File: src/rtl/mdrop_rx_pkg.sv
// Package: shared types and helpers for the multidrop serial receiver.
// Assumes: one character is at most 8 data bits plus one address bit.
package mdrop_rx_pkg;

    typedef enum logic [1:0] {
        MD_NORMAL = 2'b00,
        MD_MANUAL = 2'b01,
        MD_RSVD   = 2'b10,
        MD_AUTO   = 2'b11
    } md_mode_e;

    typedef enum logic [1:0] {
        RX_IDLE,
        RX_START,
        RX_DATA,
        RX_STOP
    } rx_state_e;

    // Two-of-three majority vote of line samples.
    function automatic logic maj3(input logic a, input logic b, input logic c);
        return (a & b) | (a & c) | (b & c);
    endfunction

endpackage

File: src/rtl/rx_tick_gen.sv
// Oversample tick generator: pulses once every DIV clocks.
// Assumes: DIV >= 1; the tick is one clock wide.
module rx_tick_gen #(
    parameter int DIV = 4
) (
    input  logic clk,
    input  logic rst_n,
    output logic tick_o
);
    localparam int CW = (DIV > 1) ? $clog2(DIV) : 1;

    logic [CW-1:0] cnt;

    // Free-running divider producing one tick per DIV clocks.
    always_ff @(posedge clk) begin
        if (!rst_n) begin
            cnt    <= '0;
            tick_o <= 1'b0;
        end else if (cnt == CW'(DIV - 1)) begin
            cnt    <= '0;
            tick_o <= 1'b1;
        end else begin
            cnt    <= cnt + 1'b1;
            tick_o <= 1'b0;
        end
    end
endmodule

File: src/rtl/rx_deser.sv
// Deserializer: finds start bits, votes each bit on the three samples
// around mid-bit, and assembles data plus an optional address bit.
// It also pulses idle_o after the line has been high for one full
// character time.
// Assumes: rx_s is already synchronized; tick_i marks one oversample.
module rx_deser #(
    parameter int OVS  = 16,
    parameter int MAXB = 8,
    parameter int MINB = 5
) (
    input  logic            clk,
    input  logic            rst_n,
    input  logic            tick_i,
    input  logic            rx_s,
    input  logic [1:0]      len_i,
    input  logic            abit_en_i,
    output logic            chr_valid_o,
    output logic [MAXB-1:0] chr_data_o,
    output logic            chr_addr_o,
    output logic            chr_ferr_o,
    output logic            idle_o
);
    import mdrop_rx_pkg::*;

    localparam int SW   = $clog2(OVS);
    localparam int MID  = OVS / 2;
    localparam int BW   = $clog2(MAXB + 2);
    localparam int DIW  = $clog2(MAXB);
    localparam int ICW  = $clog2((MAXB + 3) * OVS + 1);

    rx_state_e      st;
    logic [SW-1:0]  scnt;
    logic [BW-1:0]  bidx;
    logic [1:0]     sh;
    logic [ICW-1:0] idle_cnt;
    logic           vote;
    logic [BW-1:0]  nbits;
    logic [BW-1:0]  last_bit;
    logic [ICW-1:0] idle_tgt;

    // Per-character length values and the current bit vote.
    always_comb begin
        nbits    = BW'(MINB) + BW'(len_i);
        last_bit = nbits + BW'(abit_en_i) - 1'b1;
        idle_tgt = ICW'(nbits + BW'(abit_en_i) + BW'(2)) * ICW'(OVS);
        vote     = maj3(sh[1], sh[0], rx_s);
    end

    // Frame state machine, bit capture and idle-line timer.
    always_ff @(posedge clk) begin
        if (!rst_n) begin
            st          <= RX_IDLE;
            scnt        <= '0;
            bidx        <= '0;
            sh          <= 2'b11;
            idle_cnt    <= '0;
            chr_valid_o <= 1'b0;
            chr_data_o  <= '0;
            chr_addr_o  <= 1'b0;
            chr_ferr_o  <= 1'b0;
            idle_o      <= 1'b0;
        end else begin
            chr_valid_o <= 1'b0;
            idle_o      <= 1'b0;
            if (tick_i) begin
                sh <= {sh[0], rx_s};
                if (st == RX_IDLE) begin
                    scnt <= '0;
                    if (!rx_s) begin
                        st         <= RX_START;
                        scnt       <= SW'(1);
                        idle_cnt   <= '0;
                        chr_data_o <= '0;
                        chr_addr_o <= 1'b0;
                    end else if (idle_cnt < idle_tgt) begin
                        idle_cnt <= idle_cnt + 1'b1;
                        if (idle_cnt == idle_tgt - 1'b1) idle_o <= 1'b1;
                    end
                end else begin
                    if (scnt == SW'(MID + 1)) begin
                        case (st)
                            RX_START: if (vote) st <= RX_IDLE;
                            RX_DATA: begin
                                if (bidx < nbits) chr_data_o[bidx[DIW-1:0]] <= vote;
                                else              chr_addr_o <= vote;
                            end
                            RX_STOP: begin
                                chr_valid_o <= 1'b1;
                                chr_ferr_o  <= ~vote;
                                st          <= RX_IDLE;
                                idle_cnt    <= '0;
                            end
                            default: ;
                        endcase
                    end
                    if (scnt == SW'(OVS - 1)) begin
                        scnt <= '0;
                        if (st == RX_START) begin
                            st   <= RX_DATA;
                            bidx <= '0;
                        end else if (st == RX_DATA) begin
                            if (bidx == last_bit) st <= RX_STOP;
                            else                  bidx <= bidx + 1'b1;
                        end
                    end else begin
                        scnt <= scnt + 1'b1;
                    end
                end
            end
        end
    end
endmodule

File: src/rtl/rx_hunt_filter.sv
// Hunt filter: decides which characters are delivered, according to the
// mode. It compares address characters with NADDR stored addresses.
// Assumes: at most one of chr_valid_i and idle_i is high in a cycle.
module rx_hunt_filter #(
    parameter int W     = 8,
    parameter int NADDR = 2
) (
    input  logic                  clk,
    input  logic                  rst_n,
    input  logic [1:0]            mode_i,
    input  logic [NADDR-1:0][W-1:0] addr_tab_i,
    input  logic                  chr_valid_i,
    input  logic [W-1:0]          chr_data_i,
    input  logic                  chr_addr_i,
    input  logic                  chr_ferr_i,
    input  logic                  idle_i,
    output logic [W-1:0]          data_o,
    output logic                  is_addr_o,
    output logic                  valid_o,
    output logic                  frame_err_o
);
    import mdrop_rx_pkg::*;

    logic [NADDR-1:0] hit;
    logic             hunting;
    logic             accept;
    logic             flag;
    logic             hunt_nxt;

    // One comparator per stored address.
    for (genvar g = 0; g < NADDR; g++) begin : g_cmp
        assign hit[g] = (chr_data_i == addr_tab_i[g]);
    end

    // Mode-dependent acceptance and next hunt state for a good character.
    always_comb begin
        accept   = 1'b0;
        flag     = 1'b0;
        hunt_nxt = hunting;
        case (md_mode_e'(mode_i))
            MD_MANUAL: begin
                if (chr_addr_i) begin
                    accept = 1'b1; flag = 1'b1; hunt_nxt = 1'b0;
                end else begin
                    accept = ~hunting;
                end
            end
            MD_AUTO: begin
                if (chr_addr_i) begin
                    accept = |hit; flag = |hit; hunt_nxt = ~(|hit);
                end else begin
                    accept = ~hunting;
                end
            end
            default: accept = ~hunting;
        endcase
    end

    // Hunt state register and registered output strobes.
    always_ff @(posedge clk) begin
        if (!rst_n) begin
            hunting     <= 1'b1;
            data_o      <= '0;
            is_addr_o   <= 1'b0;
            valid_o     <= 1'b0;
            frame_err_o <= 1'b0;
        end else begin
            valid_o     <= 1'b0;
            frame_err_o <= 1'b0;
            if (idle_i && !mode_i[0]) hunting <= 1'b0;
            if (chr_valid_i) begin
                if (chr_ferr_i) begin
                    frame_err_o <= 1'b1;
                    hunting     <= 1'b1;
                end else begin
                    hunting <= hunt_nxt;
                    if (accept) begin
                        valid_o   <= 1'b1;
                        data_o    <= chr_data_i;
                        is_addr_o <= flag;
                    end
                end
            end
        end
    end
endmodule

File: src/rtl/mdrop_uart_rx.sv
// Top: multidrop serial receiver with hunt filter. It synchronizes the
// line, oversamples it, deserializes characters and filters them.
// Assumes: configuration inputs change only while the line is idle.
module mdrop_uart_rx #(
    parameter int OVS = 16,
    parameter int DIV = 4
) (
    input  logic       clk,
    input  logic       rst_n,
    input  logic       rx_i,
    input  logic [1:0] mode_i,
    input  logic [1:0] len_i,
    input  logic [7:0] addr0_i,
    input  logic [7:0] addr1_i,
    output logic [7:0] data_o,
    output logic       is_addr_o,
    output logic       valid_o,
    output logic       frame_err_o
);
    localparam int W     = 8;
    localparam int NADDR = 2;

    logic [1:0]            sync_q;
    logic                  tick;
    logic                  chr_valid;
    logic [W-1:0]          chr_data;
    logic                  chr_addr;
    logic                  chr_ferr;
    logic                  idle;
    logic [NADDR-1:0][W-1:0] addr_tab;

    assign addr_tab[0] = addr0_i;
    assign addr_tab[1] = addr1_i;

    // Two-stage synchronizer for the asynchronous line.
    always_ff @(posedge clk) begin
        if (!rst_n) sync_q <= 2'b11;
        else        sync_q <= {sync_q[0], rx_i};
    end

    rx_tick_gen #(.DIV(DIV)) u_tick (
        .clk    (clk),
        .rst_n  (rst_n),
        .tick_o (tick)
    );

    rx_deser #(.OVS(OVS), .MAXB(W), .MINB(5)) u_deser (
        .clk         (clk),
        .rst_n       (rst_n),
        .tick_i      (tick),
        .rx_s        (sync_q[1]),
        .len_i       (len_i),
        .abit_en_i   (mode_i[0]),
        .chr_valid_o (chr_valid),
        .chr_data_o  (chr_data),
        .chr_addr_o  (chr_addr),
        .chr_ferr_o  (chr_ferr),
        .idle_o      (idle)
    );

    rx_hunt_filter #(.W(W), .NADDR(NADDR)) u_filt (
        .clk         (clk),
        .rst_n       (rst_n),
        .mode_i      (mode_i),
        .addr_tab_i  (addr_tab),
        .chr_valid_i (chr_valid),
        .chr_data_i  (chr_data),
        .chr_addr_i  (chr_addr),
        .chr_ferr_i  (chr_ferr),
        .idle_i      (idle),
        .data_o      (data_o),
        .is_addr_o   (is_addr_o),
        .valid_o     (valid_o),
        .frame_err_o (frame_err_o)
    );
endmodule

File: config.mk
export PLATFORM = sky130hd
export DESIGN_NAME = mdrop_uart_rx
export DESIGN_NICKNAME = d
export VERILOG_FILES = /design/src/rtl/mdrop_rx_pkg.sv /design/src/rtl/rx_tick_gen.sv /design/src/rtl/rx_deser.sv /design/src/rtl/rx_hunt_filter.sv /design/src/rtl/mdrop_uart_rx.sv
export SDC_FILE = /design/constraint.sdc
export NUM_CORES = 1
export LEC_CHECK = 0
export ABC_AREA = 1
export BUFFER_PORTS_ARGS = -buffer_cell sky130_fd_sc_hd__buf_2
export CORE_MARGIN = 4
export CORE_UTILIZATION = 27
export DETAILED_ROUTE_END_ITERATION = 12
export SYNTH_ARGS = -nofsm -noshare
export SYNTH_HDL_FRONTEND = slang
export SYNTH_SLANG_ARGS = --single-unit
export TNS_END_PERCENT = 5
File: constraint.sdc
create_clock -name clk -period 6.2 [get_ports clk]
set_input_delay 0.93 -clock clk [delete_from_list [all_inputs] [get_ports clk]]
set_output_delay 0.93 -clock clk [all_outputs]
set_load 0.01 [all_outputs]
==> metrics.txt <==
FP Rows=38; Req. time, crit path=6.42 ns; Avg WL per Cell=around 12 um; hold wc startpoint=sync_q[0]$_SDFF_PN1_; fmax=~0.36 GHz; post-route ant nets=0; GRT overflow=0; Synth top cells by count=nand2_1, dfxtp_1, inv_1, nor2_1, nand3_1; Critical Path Max Stage Delay=0.38 ns; WP buf/inv=4; Pins Over Slew Limit=0; Final Util=0.3235; final setup violating endpoints=0; RSZ-0062 raised after global routing=false; FILL cells=approximately 1200; TNS Setup=0 ns; Starting Density=0.2799; largest net degree at the start of global routing=31; crit-path max FO=10; Slew headroom=0.6023; vias per cell=4.716; CTS max path bufs=2; ANT cells=0; WL final=between 7 and 8 mm; Async S/R FF share, synth=0; Clock Root Buffer=clkbuf_16; area leader, netlist=dfxtp_1; CTS buffer count=5; Hold WC Path Type=reg2reg; CP arrival=2.98 ns; worst setup margin=3.439 ns; WS Path Type=in2reg; most used cell, CP=inv_1; Remaining DRCs=0; I/O pin cnt=34; fin crit share=0.4453; status=complete, no violations; initial antenna violation count=0; Synthesis Warnings=0; part of the Yosys area used for sequential elements=0.3177; CTS tree=done; skew final=0.006882 ns; initial DRC count=approximately 130; port bufs=33; most frequent cell after synthesis=nand2_1; via count=2919; P_leak=between 1.5 and 2 nW; Post-CTS Hold Fix Bufs=0; DP Wirelength=5.518 mm; Syn Std Cell Area=3088 um^2; Yosys reg bits=between 40 and 50; critical path capture point type=register; Area growth syn-to-layout=15.56%; synth unique cells=36; critical path's top delay family=simple AND/OR/NAND/NOR gates; die height=114.9 um; layout net count=522; global-route wire length before repair=approximately 12 mm; reg2reg start=u_deser.st[0]$_SDFFE_PN0P_; DRT Pass-1 Iters=4; worst skew pair latency=0.29 ns; Pwr Density=206.1 nW/um^2; Syn Inst Count=449; GRT Overall Usage=0.1073; Crit-path slowest cell=ha_1; VDD IR max=0.1550 mV; area share of the largest cell type after synthesis=0.3177; CP Launch Type=input pin; routability congestion estimate from global placement=0.8819; ys flop type=dfxtp_1; layout cells sized above 1=0.1357; Worst-path clk slew=around 0.070 ns; dpl ws=3.131 ns; EDFF count, synth=0; Worst Setup SP=len_i[0]; core area=11030 um^2; CTS sink count=49; Avg Inst Size Synth=between 6 and 7 um^2; number of global-route vias before repair=roughly 2700; Post-Syn Nets=493; Least-Margin Pin Slew=just under 0.6 ns; crit path cell chain=buf_2 > inv_1 > ha_1 > inv_1 > nand2_1 > xor2_1 > ha_1 > inv_1 > nor2_1 > nor2_2 > nand3_4 > nand2_2 > nand3_1 > a21oi_1; Die Width=114.9 um; Setup Fix Bufs, Post-CTS=0; max-cap check violation count=0; largest cells by area after synthesis=dfxtp_1, nand2_1, ha_1; post-route minimum period=approximately 2.8 ns; H-tree depth=2; post-cts resize count=0; die area=roughly 13000 um^2; Final Hold Vio Count=0
==> where the power goes <==
part / total [W] / leakage [nW] / switching [W] / internal, W
Clock: 0.000349 / 0.0938 / 0.000119 / 0.000230
Combinational: 0.0000655 / 1.04 / 0.0000386 / 0.0000269
Sequential: 0.000321 / 0.396 / 0.00000244 / 0.000318
Total: 0.000735 / 1.53 / 0.000160 / 0.000576
==> cells in the final DEF (no fill, tap or decap), drive strengths merged, types with 11 or more instances in the layout <==
| master | netlist | final |
|---|---|---|
| nand2 | 108 | 108 |
| inv | 52 | 52 |
| dfxtp | 49 | 49 |
| nor2 | 48 | 48 |
| nand3 | 37 | 37 |
| buf | 6 | 34 |
| a21oi | 33 | 33 |
| ha | 21 | 21 |
| xnor2 | 15 | 15 |
| o21ai | 15 | 15 |
| nand4 | 13 | 13 |
| nor3 | 12 | 12 |
| or2 | 11 | 11 |
==> flip-flops by register name (all words and copies together), names as in the netlist, 2 cells and up <==
| register | flops |
|---|---|
| u_deser.chr_data_o | 8 |
| u_deser.idle_cnt | 8 |
| u_filt.data_o | 8 |
| u_deser.bidx | 4 |
| u_deser.scnt | 4 |
| sync_q | 2 |
| u_deser.sh | 2 |
| u_deser.st | 2 |
| u_tick.cnt | 2 |
==> cell families after synthesis <==
group	count (synthesis)	share of synthesized area
DFF	49	0.3177
xor gates and xnor gates	24	0.06807
buffers and inverters	64	0.08266
and+or+nand+nor	235	0.3379
AOI/OAI and AO/OA	56	0.1086
adders and majority gates	21	0.08509
==> routing by layer <==
layer,vias up,GRT usage,share of wire
met4,0,0.03443,0.024
met2,65,0.1960,0.49
li1,1517,-,-
met1,1325,0.1257,0.44
met5,-,0,0
met3,12,0.02000,0.044
==> path summary, 6_finish.rpt <==
path	endpoint	slack, ns	cells past startpoint
min reg2reg	sync_q[1]$_SDFF_PN1_	0.41	1
min	sync_q[1]$_SDFF_PN1_	0.41	1
max reg2reg	u_deser.chr_addr_o$_SDFFE_PN0P_	3.92	10
max	u_deser.idle_cnt[3]$_SDFFE_PN0P_	3.44	14
==> area by class of cell <==
type | count | area (um^2) | area share
multi-input combinational | 336 | 1852 | 0.5189
sequential | 49 | 980.9 | 0.2749
inverter | 52 | 197.7 | 0.05540
tap | 140 | 175.2 | 0.04909
timing repair buffer | 34 | 172.7 | 0.04839
clock buffer | 5 | 125.1 | 0.03506
clock inverter | 3 | 65.06 | 0.01823
==> stage by stage <==
step	power, W	hold slack [ns]	cells	instance area (um^2)
after CTS	0.0007444	0.4129	619	3568
after detailed placement	0.0003941	0.3972	611	3378
after global placement	0.0003920	0.3982	611	3378
after global routing	0.0007646	0.4283	619	3568
final	0.0007354	0.4131	619	3568
after floorplan	0.0003737	0.3925	449	3088
Power figures use the tool's default switching activity.
